$ cat config.mk
export PLATFORM = sky130hd
export DESIGN_NAME = dp_busy_arbiter
export DESIGN_NICKNAME = d
export VERILOG_FILES = /design/src/rtl/dpb_pkg.sv /design/src/rtl/dpb_port_track.sv /design/src/rtl/dpb_collision_arb.sv /design/src/rtl/dpb_write_gate.sv /design/src/rtl/dp_busy_arbiter.sv
export SDC_FILE = /design/constraint.sdc
export NUM_CORES = 1
export LEC_CHECK = 0
export BUFFER_PORTS_ARGS = -buffer_cell sky130_fd_sc_hd__buf_2
export CORE_MARGIN = 4
export CORE_UTILIZATION = 30
export DETAILED_ROUTE_END_ITERATION = 8
export GPL_ROUTABILITY_DRIVEN = 1
export PLACE_DENSITY = 0.5
export REMOVE_ABC_BUFFERS = 1
export SKIP_LAST_GASP = 1
export SLEW_MARGIN = 20
export SYNTH_ARGS = -nofsm -noshare
export SYNTH_HDL_FRONTEND = slang
export SYNTH_SLANG_ARGS = --single-unit
$ cat constraint.sdc
create_clock -name clk -period 1.7 [get_ports clk]
set_input_delay 0.085 -clock clk [delete_from_list [all_inputs] [get_ports clk]]
set_output_delay 0.085 -clock clk [all_outputs]
set_load 0.02 [all_outputs]
$ cat src/rtl/dpb_pkg.sv
`timescale 1ns/1ps
package dpb_pkg;
    typedef enum logic [1:0] {
        SIDE_NONE = 2'd0,
        SIDE_L    = 2'd1,
        SIDE_R    = 2'd2
    } side_e;

    localparam int unsigned NPORT = 2;
    localparam int unsigned IDX_L = 0;
    localparam int unsigned IDX_R = 1;
endpackage

$ cat src/rtl/dpb_port_track.sv
`timescale 1ns/1ps
// Remembers last cycle's enable and address of one port and flags a change.
module dpb_port_track #(
    parameter int unsigned AW = 15
) (
    input  logic          clk,
    input  logic          rst_n,
    input  logic          en,
    input  logic [AW-1:0] addr,
    output logic          moved
);
    typedef struct packed {
        logic          en;
        logic [AW-1:0] addr;
    } trk_t;

    trk_t st_d, st_q;

    always_comb begin
        st_d      = st_q;
        st_d.en   = en;
        st_d.addr = addr;
        moved     = (en != st_q.en) || (addr != st_q.addr);
    end

    always_ff @(posedge clk or negedge rst_n) begin
        if (!rst_n) st_q <= '0;
        else        st_q <= st_d;
    end
endmodule

$ cat src/rtl/dpb_collision_arb.sv
`timescale 1ns/1ps
// Detects a same-word collision and decides which side loses.
module dpb_collision_arb
    import dpb_pkg::*;
#(
    parameter int unsigned AW            = 15,
    parameter bit          LEFT_WINS_TIE = 1'b1
) (
    input  logic          clk,
    input  logic          rst_n,
    input  logic          en_l,
    input  logic          en_r,
    input  logic [AW-1:0] addr_l,
    input  logic [AW-1:0] addr_r,
    input  logic          moved_l,
    input  logic          moved_r,
    output logic          lose_l,
    output logic          lose_r
);
    localparam side_e TIE_SIDE = LEFT_WINS_TIE ? SIDE_L : SIDE_R;

    typedef struct packed {
        side_e winner;
    } arb_t;

    arb_t  st_d, st_q;
    logic  match;
    side_e fresh;
    side_e cur;

    always_comb begin
        st_d  = st_q;
        match = en_l && en_r && (addr_l == addr_r);

        // The side that changed this cycle arrived later and loses.
        if (moved_l && !moved_r)      fresh = SIDE_R;
        else if (moved_r && !moved_l) fresh = SIDE_L;
        else                          fresh = TIE_SIDE;

        // A collision already in progress keeps its winner.
        cur = (st_q.winner != SIDE_NONE) ? st_q.winner : fresh;

        st_d.winner = match ? cur : SIDE_NONE;
        lose_l      = match && (cur == SIDE_R);
        lose_r      = match && (cur == SIDE_L);
    end

    always_ff @(posedge clk or negedge rst_n) begin
        if (!rst_n) st_q <= '{winner: SIDE_NONE};
        else        st_q <= st_d;
    end
endmodule

$ cat src/rtl/dpb_write_gate.sv
`timescale 1ns/1ps
// Per-port busy driver and write gate; the mode picks the inhibit source.
module dpb_write_gate (
    input  logic rst_n,
    input  logic master_mode,
    input  logic en,
    input  logic wr,
    input  logic lose,
    input  logic busy_in_n,
    output logic busy_n,
    output logic wr_en
);
    logic inhibit;

    always_comb begin
        inhibit = master_mode ? lose : !busy_in_n;
        busy_n  = !(rst_n && master_mode && lose);
        wr_en   = rst_n && en && wr && !inhibit;
    end
endmodule

$ cat src/rtl/dp_busy_arbiter.sv
`timescale 1ns/1ps
module dp_busy_arbiter
    import dpb_pkg::*;
#(
    parameter int unsigned AW            = 15,
    parameter bit          LEFT_WINS_TIE = 1'b1
) (
    input  logic          clk,
    input  logic          rst_n,
    input  logic          master_mode,
    input  logic          l_en,
    input  logic [AW-1:0] l_addr,
    input  logic          l_wr,
    input  logic          l_busy_in_n,
    input  logic          r_en,
    input  logic [AW-1:0] r_addr,
    input  logic          r_wr,
    input  logic          r_busy_in_n,
    output logic          l_busy_n,
    output logic          r_busy_n,
    output logic          l_wr_en,
    output logic          r_wr_en
);
    logic          en_a     [NPORT];
    logic [AW-1:0] addr_a   [NPORT];
    logic          wr_a     [NPORT];
    logic          bin_a    [NPORT];
    logic          moved_a  [NPORT];
    logic          lose_a   [NPORT];
    logic          busy_a   [NPORT];
    logic          wen_a    [NPORT];

    always_comb begin
        en_a[IDX_L]   = l_en;        en_a[IDX_R]   = r_en;
        addr_a[IDX_L] = l_addr;      addr_a[IDX_R] = r_addr;
        wr_a[IDX_L]   = l_wr;        wr_a[IDX_R]   = r_wr;
        bin_a[IDX_L]  = l_busy_in_n; bin_a[IDX_R]  = r_busy_in_n;
    end

    for (genvar p = 0; p < NPORT; p++) begin : g_port
        dpb_port_track #(.AW(AW)) i_track (
            .clk   (clk),
            .rst_n (rst_n),
            .en    (en_a[p]),
            .addr  (addr_a[p]),
            .moved (moved_a[p])
        );

        dpb_write_gate i_gate (
            .rst_n       (rst_n),
            .master_mode (master_mode),
            .en          (en_a[p]),
            .wr          (wr_a[p]),
            .lose        (lose_a[p]),
            .busy_in_n   (bin_a[p]),
            .busy_n      (busy_a[p]),
            .wr_en       (wen_a[p])
        );
    end

    dpb_collision_arb #(.AW(AW), .LEFT_WINS_TIE(LEFT_WINS_TIE)) i_arb (
        .clk     (clk),
        .rst_n   (rst_n),
        .en_l    (l_en),
        .en_r    (r_en),
        .addr_l  (l_addr),
        .addr_r  (r_addr),
        .moved_l (moved_a[IDX_L]),
        .moved_r (moved_a[IDX_R]),
        .lose_l  (lose_a[IDX_L]),
        .lose_r  (lose_a[IDX_R])
    );

    assign l_busy_n = busy_a[IDX_L];
    assign r_busy_n = busy_a[IDX_R];
    assign l_wr_en  = wen_a[IDX_L];
    assign r_wr_en  = wen_a[IDX_R];
endmodule

# --- After elaboration in Yosys (flattened, before gate mapping) ---
# Cells that the tools add are included.
word_totals:
  rom_bits: 0
  memories: 0
  latch_bits: 0
  inputBits: 39
  ramBits: 0
  reg_bits: 34
  output_inout_bits: 4
classes:
  n_eq_ne: 7
  div_mod_pow: 0
  n_reduce_logical: 24
  n_mux: 5
  order_cmp: 0
  n_shift: 0
  n_addsub: 0
  bitwise: 0
  multipliers: 0
ops:
  columns: ["operator", "count"]
  rows:
  - ["15-bit != test", 2]
  - ["15-bit equality test", 1]
  - ["1-bit logical AND", 14]
  - ["1-bit logical NOT", 7]
  - ["2-bit two-way mux", 3]
  - ["2-bit by 1-bit equality test with 1-bit output, second input constant", 1]
  - ["2-bit equality test, second input constant", 1]
  - ["1-bit logical OR", 2]
  - ["1-bit two-way mux", 2]
  - ["1-bit != test", 2]
  - ["2-bit nonzero test", 1]

# --- Depth between registers and ports, before layout ---
# Gate-level depths: netlist of run 1.
logic_depth:
  word_depth: 11
  ltp_mapped: 5
  ltp_nobuf: 5

# --- Modules after synthesis ---
# A second synthesis of run 1 with hierarchy kept.
hier_totals:
  cells_unflattened: 114
  hier_area_um2: 1448.9
modules_own_cells:
  columns: ["mod", "area_each_um2", "instances", "cells_each"]
  rows:
  - ["dpb_port_track", 571.8, 2, 37]
  - ["dpb_collision_arb", 262.8, 1, 32]
  - ["dpb_write_gate", 21.3, 2, 4]

# --- Worst setup path before layout of run 1 ---
# No wires, ideal clock.
synth_timing:
  kind: "reg-to-output"
  from: "register g_port[0].i_track.st_q[12] in the netlist's numbering"
  to: "output r_busy_n"
  path_stages_with_launch: 6
  path_buffers: 0
  arrival_time_ns: 1.670
  slack_ns: -0.055
  t_required_ns: 1.615
  cell_sequence: "dfrtp_1 > xnor2_1 > nand4_1 > nor4_1 > nor4_1 > or4b_1"
synth_via:
  elab_chain_len: 9
synth_rtl:
  columns: ["element", "line", "text"]
  rows:
  - ["from (decl)", "dpb_port_track.sv:17", "trk_t st_d, st_q;"]
  - ["from (signal assigned)", "dpb_port_track.sv:28", "else st_q <= st_d;"]
  - ["15-bit != test", "dpb_port_track.sv:23", "moved = (en != st_q.en) || (addr != st_q.addr);"]
  - ["1-bit logical OR", "dpb_port_track.sv:23", null]
  - ["1-bit logical AND", "dpb_collision_arb.sv:36", "if (moved_l && !moved_r) fresh = SIDE_R;"]
  - ["2-bit two-way mux", "dpb_collision_arb.sv:36", null]
  - ["2-bit two-way mux", "dpb_collision_arb.sv:41", "cur = (st_q.winner != SIDE_NONE) ? st_q.winner : fresh;"]
  - ["2-bit by 1-bit equality test with 1-bit output", "dpb_collision_arb.sv:45", "lose_r = match && (cur == SIDE_L);"]
  - ["1-bit logical AND", "dpb_collision_arb.sv:45", null]
  - ["1-bit logical AND", "dpb_write_gate.sv:17", "busy_n = !(rst_n && master_mode && lose);"]
  - ["1-bit logical NOT", "dpb_write_gate.sv:17", null]
  - ["to (decl)", "dp_busy_arbiter.sv:20", "output logic r_busy_n,"]
# No other way between the ends.

# --- Worst setup path in the final report of run 1 ---
layout_timing:
  from: "register g_port[0].i_track.st_q[13] in the netlist's numbering"
  to: "output r_busy_n"
# The elaborated chain is that of the path after synthesis.

==> tab_implementation.tex, run 1 <==
\begin{tabular}{lr}
\hline
Metric & Value \\
\hline
\multicolumn{2}{l}{\textbf{Timing}} \\
Setup repair after global routing missed its margin & true \\
Final Hold Viols & 0 \\
Final worst-path cycle share & 1.28 \\
Minimum period implied by the final worst setup slack & 2.17 ns \\
Worst setup margin & -0.473 ns \\
Slew at the pin with the worst max-slew slack & 0.401 ns \\
Fin. max-slew vios & 0 \\
Worst hold slack after final layout & 0.0460 ns \\
Worst slew slack as a fraction of its limit & 0.732 \\
Setup Viol. Count Final & 5 \\
Top achievable clock speed & 460 MHz \\
Setup skew after layout & 0.00408 ns \\
\multicolumn{2}{l}{\textbf{Placement}} \\
Pre-CTS WS & -0.340 ns \\
Number of I/O port buffers & 42 \\
Final Wtd Congestion & 0.725 \\
Half-perimeter wire length after placement & 2.85 mm \\
\multicolumn{2}{l}{\textbf{Routing}} \\
Aggregate routed wire length & 3.67 mm \\
Vias per Instance & 4.35 \\
Via Count & 1162 \\
Count of TritonRoute iterations in the first routing pass & 5 \\
WL per Instance & 13.7 µm \\
Detailed Route Iter0 Violations & 20 \\
Antenna viol nets, final & 0 \\
DRC violation count after routing & 0 \\
\multicolumn{2}{l}{\textbf{Setup path}} \\
Endpoint class of the critical path & primary output \\
Top cell family by delay on the critical path & simple AND/OR/NAND/NOR gates \\
Worst path bufs/invs & 1 \\
Arrival time at the worst endpoint & 2.09 ns \\
Crit path max fanout & 4 \\
Setup CP Type & flip-flop to primary output \\
Cells traversed along the worst timing path & xnor2\_1, nand4\_1, nor4\_4, nor4\_4, or4b\_4, buf\_6 \\
CP peak stage delay & 0.50 ns \\
Startpoint type of the worst setup path & flip-flop \\
Data required time at the worst endpoint & 1.62 ns \\
Cell with the most instances on the worst path & sky130\_fd\_sc\_hd\_\_nor4\_4 \\
Master of the slowest instance on the critical path & sky130\_fd\_sc\_hd\_\_or4b\_4 \\
\multicolumn{2}{l}{\textbf{Synthesis}} \\
Unique cell type count in the Yosys netlist & 21 \\
Syn avg cell area & 13.5 µm² \\
Ranking of synthesized cells by area & sky130\_fd\_sc\_hd\_\_dfrtp\_1, sky130\_fd\_sc\_hd\_\_xnor2\_1, sky130\_fd\_sc\_hd\_\_xor2\_1 \\
Synthesis-stage register bit count & 34 \\
Synthesized instance count & 110 \\
Syn. warnings & 0 \\
Sequential fraction of the synthesis area & 0.573 \\
Total standard cell area after synthesis & 1480 µm² \\
Area share of the largest cell type after synthesis & 0.573 \\
Dominant cell type by area after synthesis & sky130\_fd\_sc\_hd\_\_dfrtp\_1 \\
\multicolumn{2}{l}{\textbf{Power}} \\
Internal & 1.33 mW \\
Fraction of power spent switching nets & 0.241 \\
Power Dens Cells & 767 nW/µm² \\
Share of total power in sequential cells & 0.492 \\
Switching Power & 423 µW \\
Max IR drop VDD & 0.332 mV \\
Leakage power figure & 1.02 nW \\
Part of the power in combinational logic & 0.169 \\
Clock power share & 0.339 \\
\multicolumn{2}{l}{\textbf{Clock network}} \\
CTS tree & built \\
Number of buffers inserted during clock tree synthesis & 5 \\
Clk pin slew, worst setup/hold paths & 0.07 ns \\
Root buf cell & sky130\_fd\_sc\_hd\_\_clkbuf\_8 \\
TritonCTS Sinks & 34 \\
Clock latency of the later-clocked register in the worst-skew pair & 0.27 ns \\
Count of H-tree levels built during CTS & 2 \\
Deepest clock path buffer count & 2 \\
\multicolumn{2}{l}{\textbf{Final layout}} \\
Final-stage net count & 238 \\
Area added between synthesis and finish & 54.4\% \\
Leading cell types in the layout, fill and taps excluded & sky130\_fd\_sc\_hd\_\_buf\_2, sky130\_fd\_sc\_hd\_\_dfrtp\_1, sky130\_fd\_sc\_hd\_\_xnor2\_1 \\
Share of final-layout standard cells stronger than drive strength 1 & 0.390 \\
Most common cell after layout, fill and taps aside & sky130\_fd\_sc\_hd\_\_buf\_2 \\
\# diodes & 0 \\
\multicolumn{2}{l}{\textbf{Die}} \\
Core area & 4750 µm² \\
Die outline height & 78.3 µm \\
\# IOs & 43 \\
Die footprint & 6140 µm² \\
Number of placement rows & 25 \\
Width of the die & 78.3 µm \\
Starting Density & 0.312 \\
\multicolumn{2}{l}{\textbf{GRT}} \\
Pin count of the biggest net entering global routing & 26 \\
Total routing usage reported by global routing & 0.135 \\
Initial antenna violation count & 0 \\
First-pass GRT wire length & 6.40 mm \\
Met3 track demand over resource in global routing & 0.0298 \\
M1 GR Usage & 0.177 \\
Via count of the first global-routing pass & 1353 \\
GR Overflow Total & 0 \\
Busiest layer in global routing & met2 \\
Met2 Usage GRT & 0.217 \\
\multicolumn{2}{l}{\textbf{Status}} \\
Violations in the final reports & negative setup slack \\
Outcome & finished, violations left \\
\multicolumn{2}{l}{\textbf{Job}} \\
Maxcap violations & 0 \\
\multicolumn{2}{l}{\textbf{Worst hold path}} \\
Worst hold path type & primary input to flip-flop \\
\hline
\end{tabular}
-- power by group through the flow --
| stage | Sequential (mW) | Combinational, mW | Clock, mW |
|---|---|---|---|
| 4_1_cts | 0.865 | 0.302 | 0.614 |
| 2_1_floorplan | 0.877 | 0.105 | 0 |
| 6_report | 0.865 | 0.296 | 0.596 |
| 5_1_grt | 0.868 | 0.329 | 0.658 |
| 3_3_place_gp | 0.879 | 0.248 | 0 |
| 3_5_place_dp | 0.881 | 0.250 | 0 |
-- what timing repair did --
| action | 4_1_cts | 5_1_grt |
|---|---|---|
| pin swaps | 11 | 8 |
| setup endpoints to repair | 6 | 6 |
| endpoints found under the hold margin | 30 | 0 |
| gates cloned | 0 | 0 |
| buffers inserted | 0 | 0 |
| resized for setup | 12 | 0 |
| hold buffers | 22 | 0 |
-- per-stage QoR --
stage	power, mW	util	std cells	area [µm²]	setup TNS (ns)
after global routing	1.86	0.482	267	2290	-2.52
after global placement	1.13	0.404	238	1920	-1.44
after floorplan	0.982	-	110	1480	-0.0552
final	1.76	0.482	267	2290	-1.85
after CTS	1.78	0.482	267	2290	-2.02
after detailed placement	1.13	0.404	238	1920	-1.47
-- sequential cells by signal, indices dropped and copies added (netlist names) --
name and cells:
i_arb.st_q 2, g_port.i_track.st_q 32
-- synth_stat cells, drive strengths merged --
| master | number |
|---|---|
| o2111ai | 1 |
| xnor2 | 28 |
| nand3 | 1 |
| o2111a | 1 |
| nor4 | 6 |
| nand4 | 8 |
| and2 | 1 |
| and3b | 1 |
| xor2 | 19 |
| nand2b | 1 |
| nor3 | 1 |
| or4b | 1 |
| o21a | 1 |
| o31a | 1 |
| dfrtp | 34 |
| o41ai | 1 |
| nand2 | 2 |
| a21oi | 1 |
| or4 | 1 |
-- cell type report --
type	count	area (µm²)
tap	67	83.8
clock buffer	7	86.3
sequential	34	851
fill	472	2460
timing repair buffer	82	578
clock inverter	1	5.00
multi-input combinational	76	687
-- layer usage --
layer / up-vias / wire, µm / share of wire
met2: 27 / 1790 / 0.49
met3: 6 / 155 / 0.042
li1: 560 / - / -
met5: - / 0 / 0
met4: 0 / 59 / 0.016
met1: 569 / 1670 / 0.45
-- worst reg2reg max path, stage by stage (launching register included) --
cell	delay (ns)
sky130_fd_sc_hd__dfrtp_1	0.37
sky130_fd_sc_hd__xor2_1	0.16
sky130_fd_sc_hd__nor4_2	0.33
sky130_fd_sc_hd__nand4_1	0.25
sky130_fd_sc_hd__nor4_4	0.33
sky130_fd_sc_hd__and3b_2	0.24
-- path summary, 6_finish.rpt --
kind | startpoint | endpoint | slack, ns | cells after the start
max | g_port[0].i_track.st_q[13]$_DFF_PN0_ | r_busy_n | -0.47 | 6
min | r_addr[11] | g_port[1].i_track.st_q[11]$_DFF_PN0_ | 0.05 | 2
max reg2reg | g_port[1].i_track.st_q[0]$_DFF_PN0_ | i_arb.st_q[0]$_DFF_PN0_ | -0.09 | 5
min reg2reg | i_arb.st_q[1]$_DFF_PN0_ | i_arb.st_q[1]$_DFF_PN0_ | 0.54 | 1
max in group asynchronous | rst_n | g_port[0].i_track.st_q[14]$_DFF_PN0_ | 0.82 | 3
min in group asynchronous | rst_n | g_port[0].i_track.st_q[0]$_DFF_PN0_ | 0.25 | 2
-- cells by family after synthesis --
logic type | share of synthesized area
xor gates and xnor gates | 0.277
DFF | 0.573
and+or+nand+nor | 0.116
AOI/OAI and AO/OA | 0.0337
Note: power is estimated with default switching activity, not from simulation.
==> run 2: changes to the inputs <==
--- a/config.mk
+++ b/config.mk
@@ -6,6 +6,7 @@
 export NUM_CORES = 1
 export LEC_CHECK = 0
 export BUFFER_PORTS_ARGS = -buffer_cell sky130_fd_sc_hd__buf_2
+export CORE_ASPECT_RATIO = 2
 export CORE_MARGIN = 4
 export CORE_UTILIZATION = 30
 export DETAILED_ROUTE_END_ITERATION = 8
==> tab_implementation.tex, run 2 (same netlist as run 1, synthesis figures left out) <==
\begin{tabular}{lr}
\hline
Metric & Value \\
\hline
\multicolumn{2}{l}{\textbf{Power}} \\
Pwr Total & 2.06 mW (was 1.76 mW) \\
Leakage power figure & 1.04 nW (was 1.02 nW) \\
Max IR drop VDD & 0.852 mV (was 0.332 mV) \\
Power Dens Cells & 890 nW/µm² (was 767 nW/µm²) \\
\multicolumn{2}{l}{\textbf{Clock network}} \\
Count of H-tree levels built during CTS & 2 (unchanged) \\
Clk pin slew, worst setup/hold paths & 0.07 ns (about the same) \\
Clock latency of the later-clocked register in the worst-skew pair & 0.29 ns (was 0.27 ns) \\
Root buf cell & sky130\_fd\_sc\_hd\_\_clkbuf\_8 (unchanged) \\
CTS tree & built (unchanged) \\
TritonCTS Sinks & 34 (unchanged) \\
Number of buffers inserted during clock tree synthesis & 5 (unchanged) \\
Deepest clock path buffer count & 2 (unchanged) \\
\multicolumn{2}{l}{\textbf{Timing}} \\
Final Hold Viols & 0 (unchanged) \\
Top achievable clock speed & 440 MHz (was 460 MHz) \\
Slew at the pin with the worst max-slew slack & 0.424 ns (was 0.401 ns) \\
Minimum period implied by the final worst setup slack & 2.27 ns (was 2.17 ns) \\
Setup Viol. Count Final & 6 (was 5) \\
Setup repair after global routing missed its margin & true (unchanged) \\
Final worst-path cycle share & 1.34 (was 1.28) \\
Worst setup margin & -0.573 ns (was -0.473 ns) \\
Setup skew after layout & 0.00938 ns (was 0.00408 ns) \\
Worst slew slack as a fraction of its limit & 0.717 (was 0.732) \\
Final total negative setup slack & -2.28 ns (was -1.85 ns) \\
Fin. max-slew vios & 0 (unchanged) \\
\multicolumn{2}{l}{\textbf{Worst hold path}} \\
Worst hold path type & primary input to flip-flop (unchanged) \\
\multicolumn{2}{l}{\textbf{GRT}} \\
Initial antenna violation count & 0 (unchanged) \\
Pin count of the biggest net entering global routing & 34 (was 26) \\
Via count of the first global-routing pass & 1346 (was 1353) \\
GR Overflow Total & 0 (unchanged) \\
Total routing usage reported by global routing & 0.140 (was 0.135) \\
First-pass GRT wire length & 6.43 mm (was 6.40 mm) \\
\multicolumn{2}{l}{\textbf{Placement}} \\
Half-perimeter wire length after placement & 2.94 mm (was 2.85 mm) \\
Placed inst area & 1920 µm² (about the same) \\
Number of I/O port buffers & 42 (unchanged) \\
Pre-CTS WS & -0.420 ns (was -0.340 ns) \\
Final Wtd Congestion & 0.721 (was 0.725) \\
\multicolumn{2}{l}{\textbf{Die}} \\
Core area & 4820 µm² (was 4750 µm²) \\
\# IOs & 43 (unchanged) \\
Number of placement rows & 36 (was 25) \\
Die footprint & 6200 µm² (was 6140 µm²) \\
Die outline height & 107 µm (was 78.3 µm) \\
Starting Density & 0.308 (was 0.312) \\
Width of the die & 57.7 µm (was 78.3 µm) \\
\multicolumn{2}{l}{\textbf{Routing}} \\
Aggregate routed wire length & 3.87 mm (was 3.67 mm) \\
DRC violation count after routing & 0 (unchanged) \\
Antenna viol nets, final & 0 (unchanged) \\
Via Count & 1137 (was 1162) \\
WL per Instance & 15.1 µm (was 13.7 µm) \\
Count of TritonRoute iterations in the first routing pass & 4 (was 5) \\
Detailed Route Iter0 Violations & 9 (was 20) \\
Vias per Instance & 4.44 (was 4.35) \\
\multicolumn{2}{l}{\textbf{Setup path}} \\
Data required time at the worst endpoint & 1.62 ns (about the same) \\
Cell depth of the worst flop-to-flop path & 6 (was 5) \\
Launching element of the worst setup path & g\_port[0].i\_track.st\_q[6]\$\_DFF\_PN0\_ (was g\_port[0].i\_track.st\_q[13]\$\_DFF\_PN0\_) \\
Flop-to-flop setup slack & -0.14 ns (was -0.09 ns) \\
Endpoint class of the critical path & primary output (unchanged) \\
Setup CP Type & flip-flop to primary output (unchanged) \\
Startpoint of the lowest-slack register-to-register path & g\_port[1].i\_track.st\_q[3]\$\_DFF\_PN0\_ (was g\_port[1].i\_track.st\_q[0]\$\_DFF\_PN0\_) \\
Arrival time at the worst endpoint & 2.19 ns (was 2.09 ns) \\
Worst setup path endpoint & r\_busy\_n (unchanged) \\
Critical register-to-register path endpoint & i\_arb.st\_q[0]\$\_DFF\_PN0\_ (unchanged) \\
Startpoint type of the worst setup path & flip-flop (unchanged) \\
Crit path max fanout & 4 (unchanged) \\
\multicolumn{2}{l}{\textbf{Final layout}} \\
Flip-flop count of the largest register, all copies and words added & 32 (unchanged) \\
\# diodes & 0 (unchanged) \\
Largest registers in the final layout & g\_port.i\_track.st\_q x32, i\_arb.st\_q x2 (unchanged) \\
Filler instances & 450 (was 472) \\
Final standard cell area without fillers & 2310 µm² (was 2290 µm²) \\
Most flop-heavy register & g\_port.i\_track.st\_q (unchanged) \\
Final-stage net count & 237 (was 238) \\
Leading cell types in the layout, fill and taps excluded & sky130\_fd\_sc\_hd\_\_buf\_2, sky130\_fd\_sc\_hd\_\_dfrtp\_1, sky130\_fd\_sc\_hd\_\_xnor2\_1 (unchanged) \\
Area added between synthesis and finish & 55.7\% (was 54.4\%) \\
Final design utilization & 0.479 (was 0.482) \\
Share of final-layout standard cells stronger than drive strength 1 & 0.412 (was 0.390) \\
Most common cell after layout, fill and taps aside & sky130\_fd\_sc\_hd\_\_buf\_2 (unchanged) \\
\multicolumn{2}{l}{\textbf{Status}} \\
Violations in the final reports & negative setup slack (unchanged) \\
Outcome & finished, violations left (unchanged) \\
\multicolumn{2}{l}{\textbf{Job}} \\
Maxcap violations & 0 (unchanged) \\
\hline
\end{tabular}
## run 2: cell count changes in the layout (fill, tap and decap cells not counted), sizes merged
cell,before,now
clkbuf,7,5
buf,60,62
bufinv,0,2
dlygate4sd3,22,19
## run 2: what timing repair did
item	in CTS	in global routing
gates resized for setup	13	0
hold buffers	19	0
endpoints found under the hold margin	52	0
setup endpoints to repair	6	6
pin swaps	7	1
buffers inserted	1	0
## run 2: worst min path at each step
| stage | cells past startpoint | slack, ns | from | to |
|---|---|---|---|---|
| floorplan | 0 | -0.21 | rst_n | g_port[0].i_track.st_q[0]$_DFF_PN0_ |
| global placement | 1 | -0.09 | rst_n | i_arb.st_q[1]$_DFF_PN0_ |
| detailed placement | 1 | -0.09 | rst_n | i_arb.st_q[1]$_DFF_PN0_ |
| CTS | 2 | 0.02 | r_addr[11] | g_port[1].i_track.st_q[11]$_DFF_PN0_ |
| global route | 2 | 0.03 | l_addr[10] | g_port[0].i_track.st_q[10]$_DFF_PN0_ |
| finish | 2 | 0.03 | r_addr[11] | g_port[1].i_track.st_q[11]$_DFF_PN0_ |
## run 2: worst max-delay path: stages, from the launching register on
cell	delay, ns
sky130_fd_sc_hd__dfrtp_1	0.40
sky130_fd_sc_hd__xnor2_2	0.17
sky130_fd_sc_hd__nand4_1	0.11
sky130_fd_sc_hd__nor4_1	0.30
sky130_fd_sc_hd__buf_4	0.18
sky130_fd_sc_hd__nor4_4	0.05
sky130_fd_sc_hd__or4b_4	0.53
sky130_fd_sc_hd__buf_6	0.15
## run 2: area by class of cell
type                    count  area (µm²)  share of cell area
clock inverters             3        68.8              0.0298
well taps                  57        71.3              0.0309
multi-input cells          76         686               0.297
flip-flops and latches     34         851               0.368
clock buffers               5        68.8              0.0298
repair buffers             81         566               0.245
## run 2: per-stage QoR
stage	cells	hold WS, ns
finish	256	0.0261
global route	256	0.0266
detailed placement	229	-0.0908
floorplan	110	-0.211
global placement	229	-0.0948
CTS	256	0.0239
## run 2: layer usage
| metal | share of wire | track usage | vias to the layer above |
|---|---|---|---|
| met5 | 0 | 0 | - |
| met4 | 0.017 | 0.0547 | 0 |
| met3 | 0.046 | 0.0324 | 8 |
| met2 | 0.60 | 0.265 | 30 |
| met1 | 0.33 | 0.140 | 543 |
| li1 | - | - | 556 |
## run 2: power by group
group | internal (mW) | switching (mW)
logic | 0.160 | 0.134
clock network | 0.588 | 0.310
registers | 0.847 | 0.0181
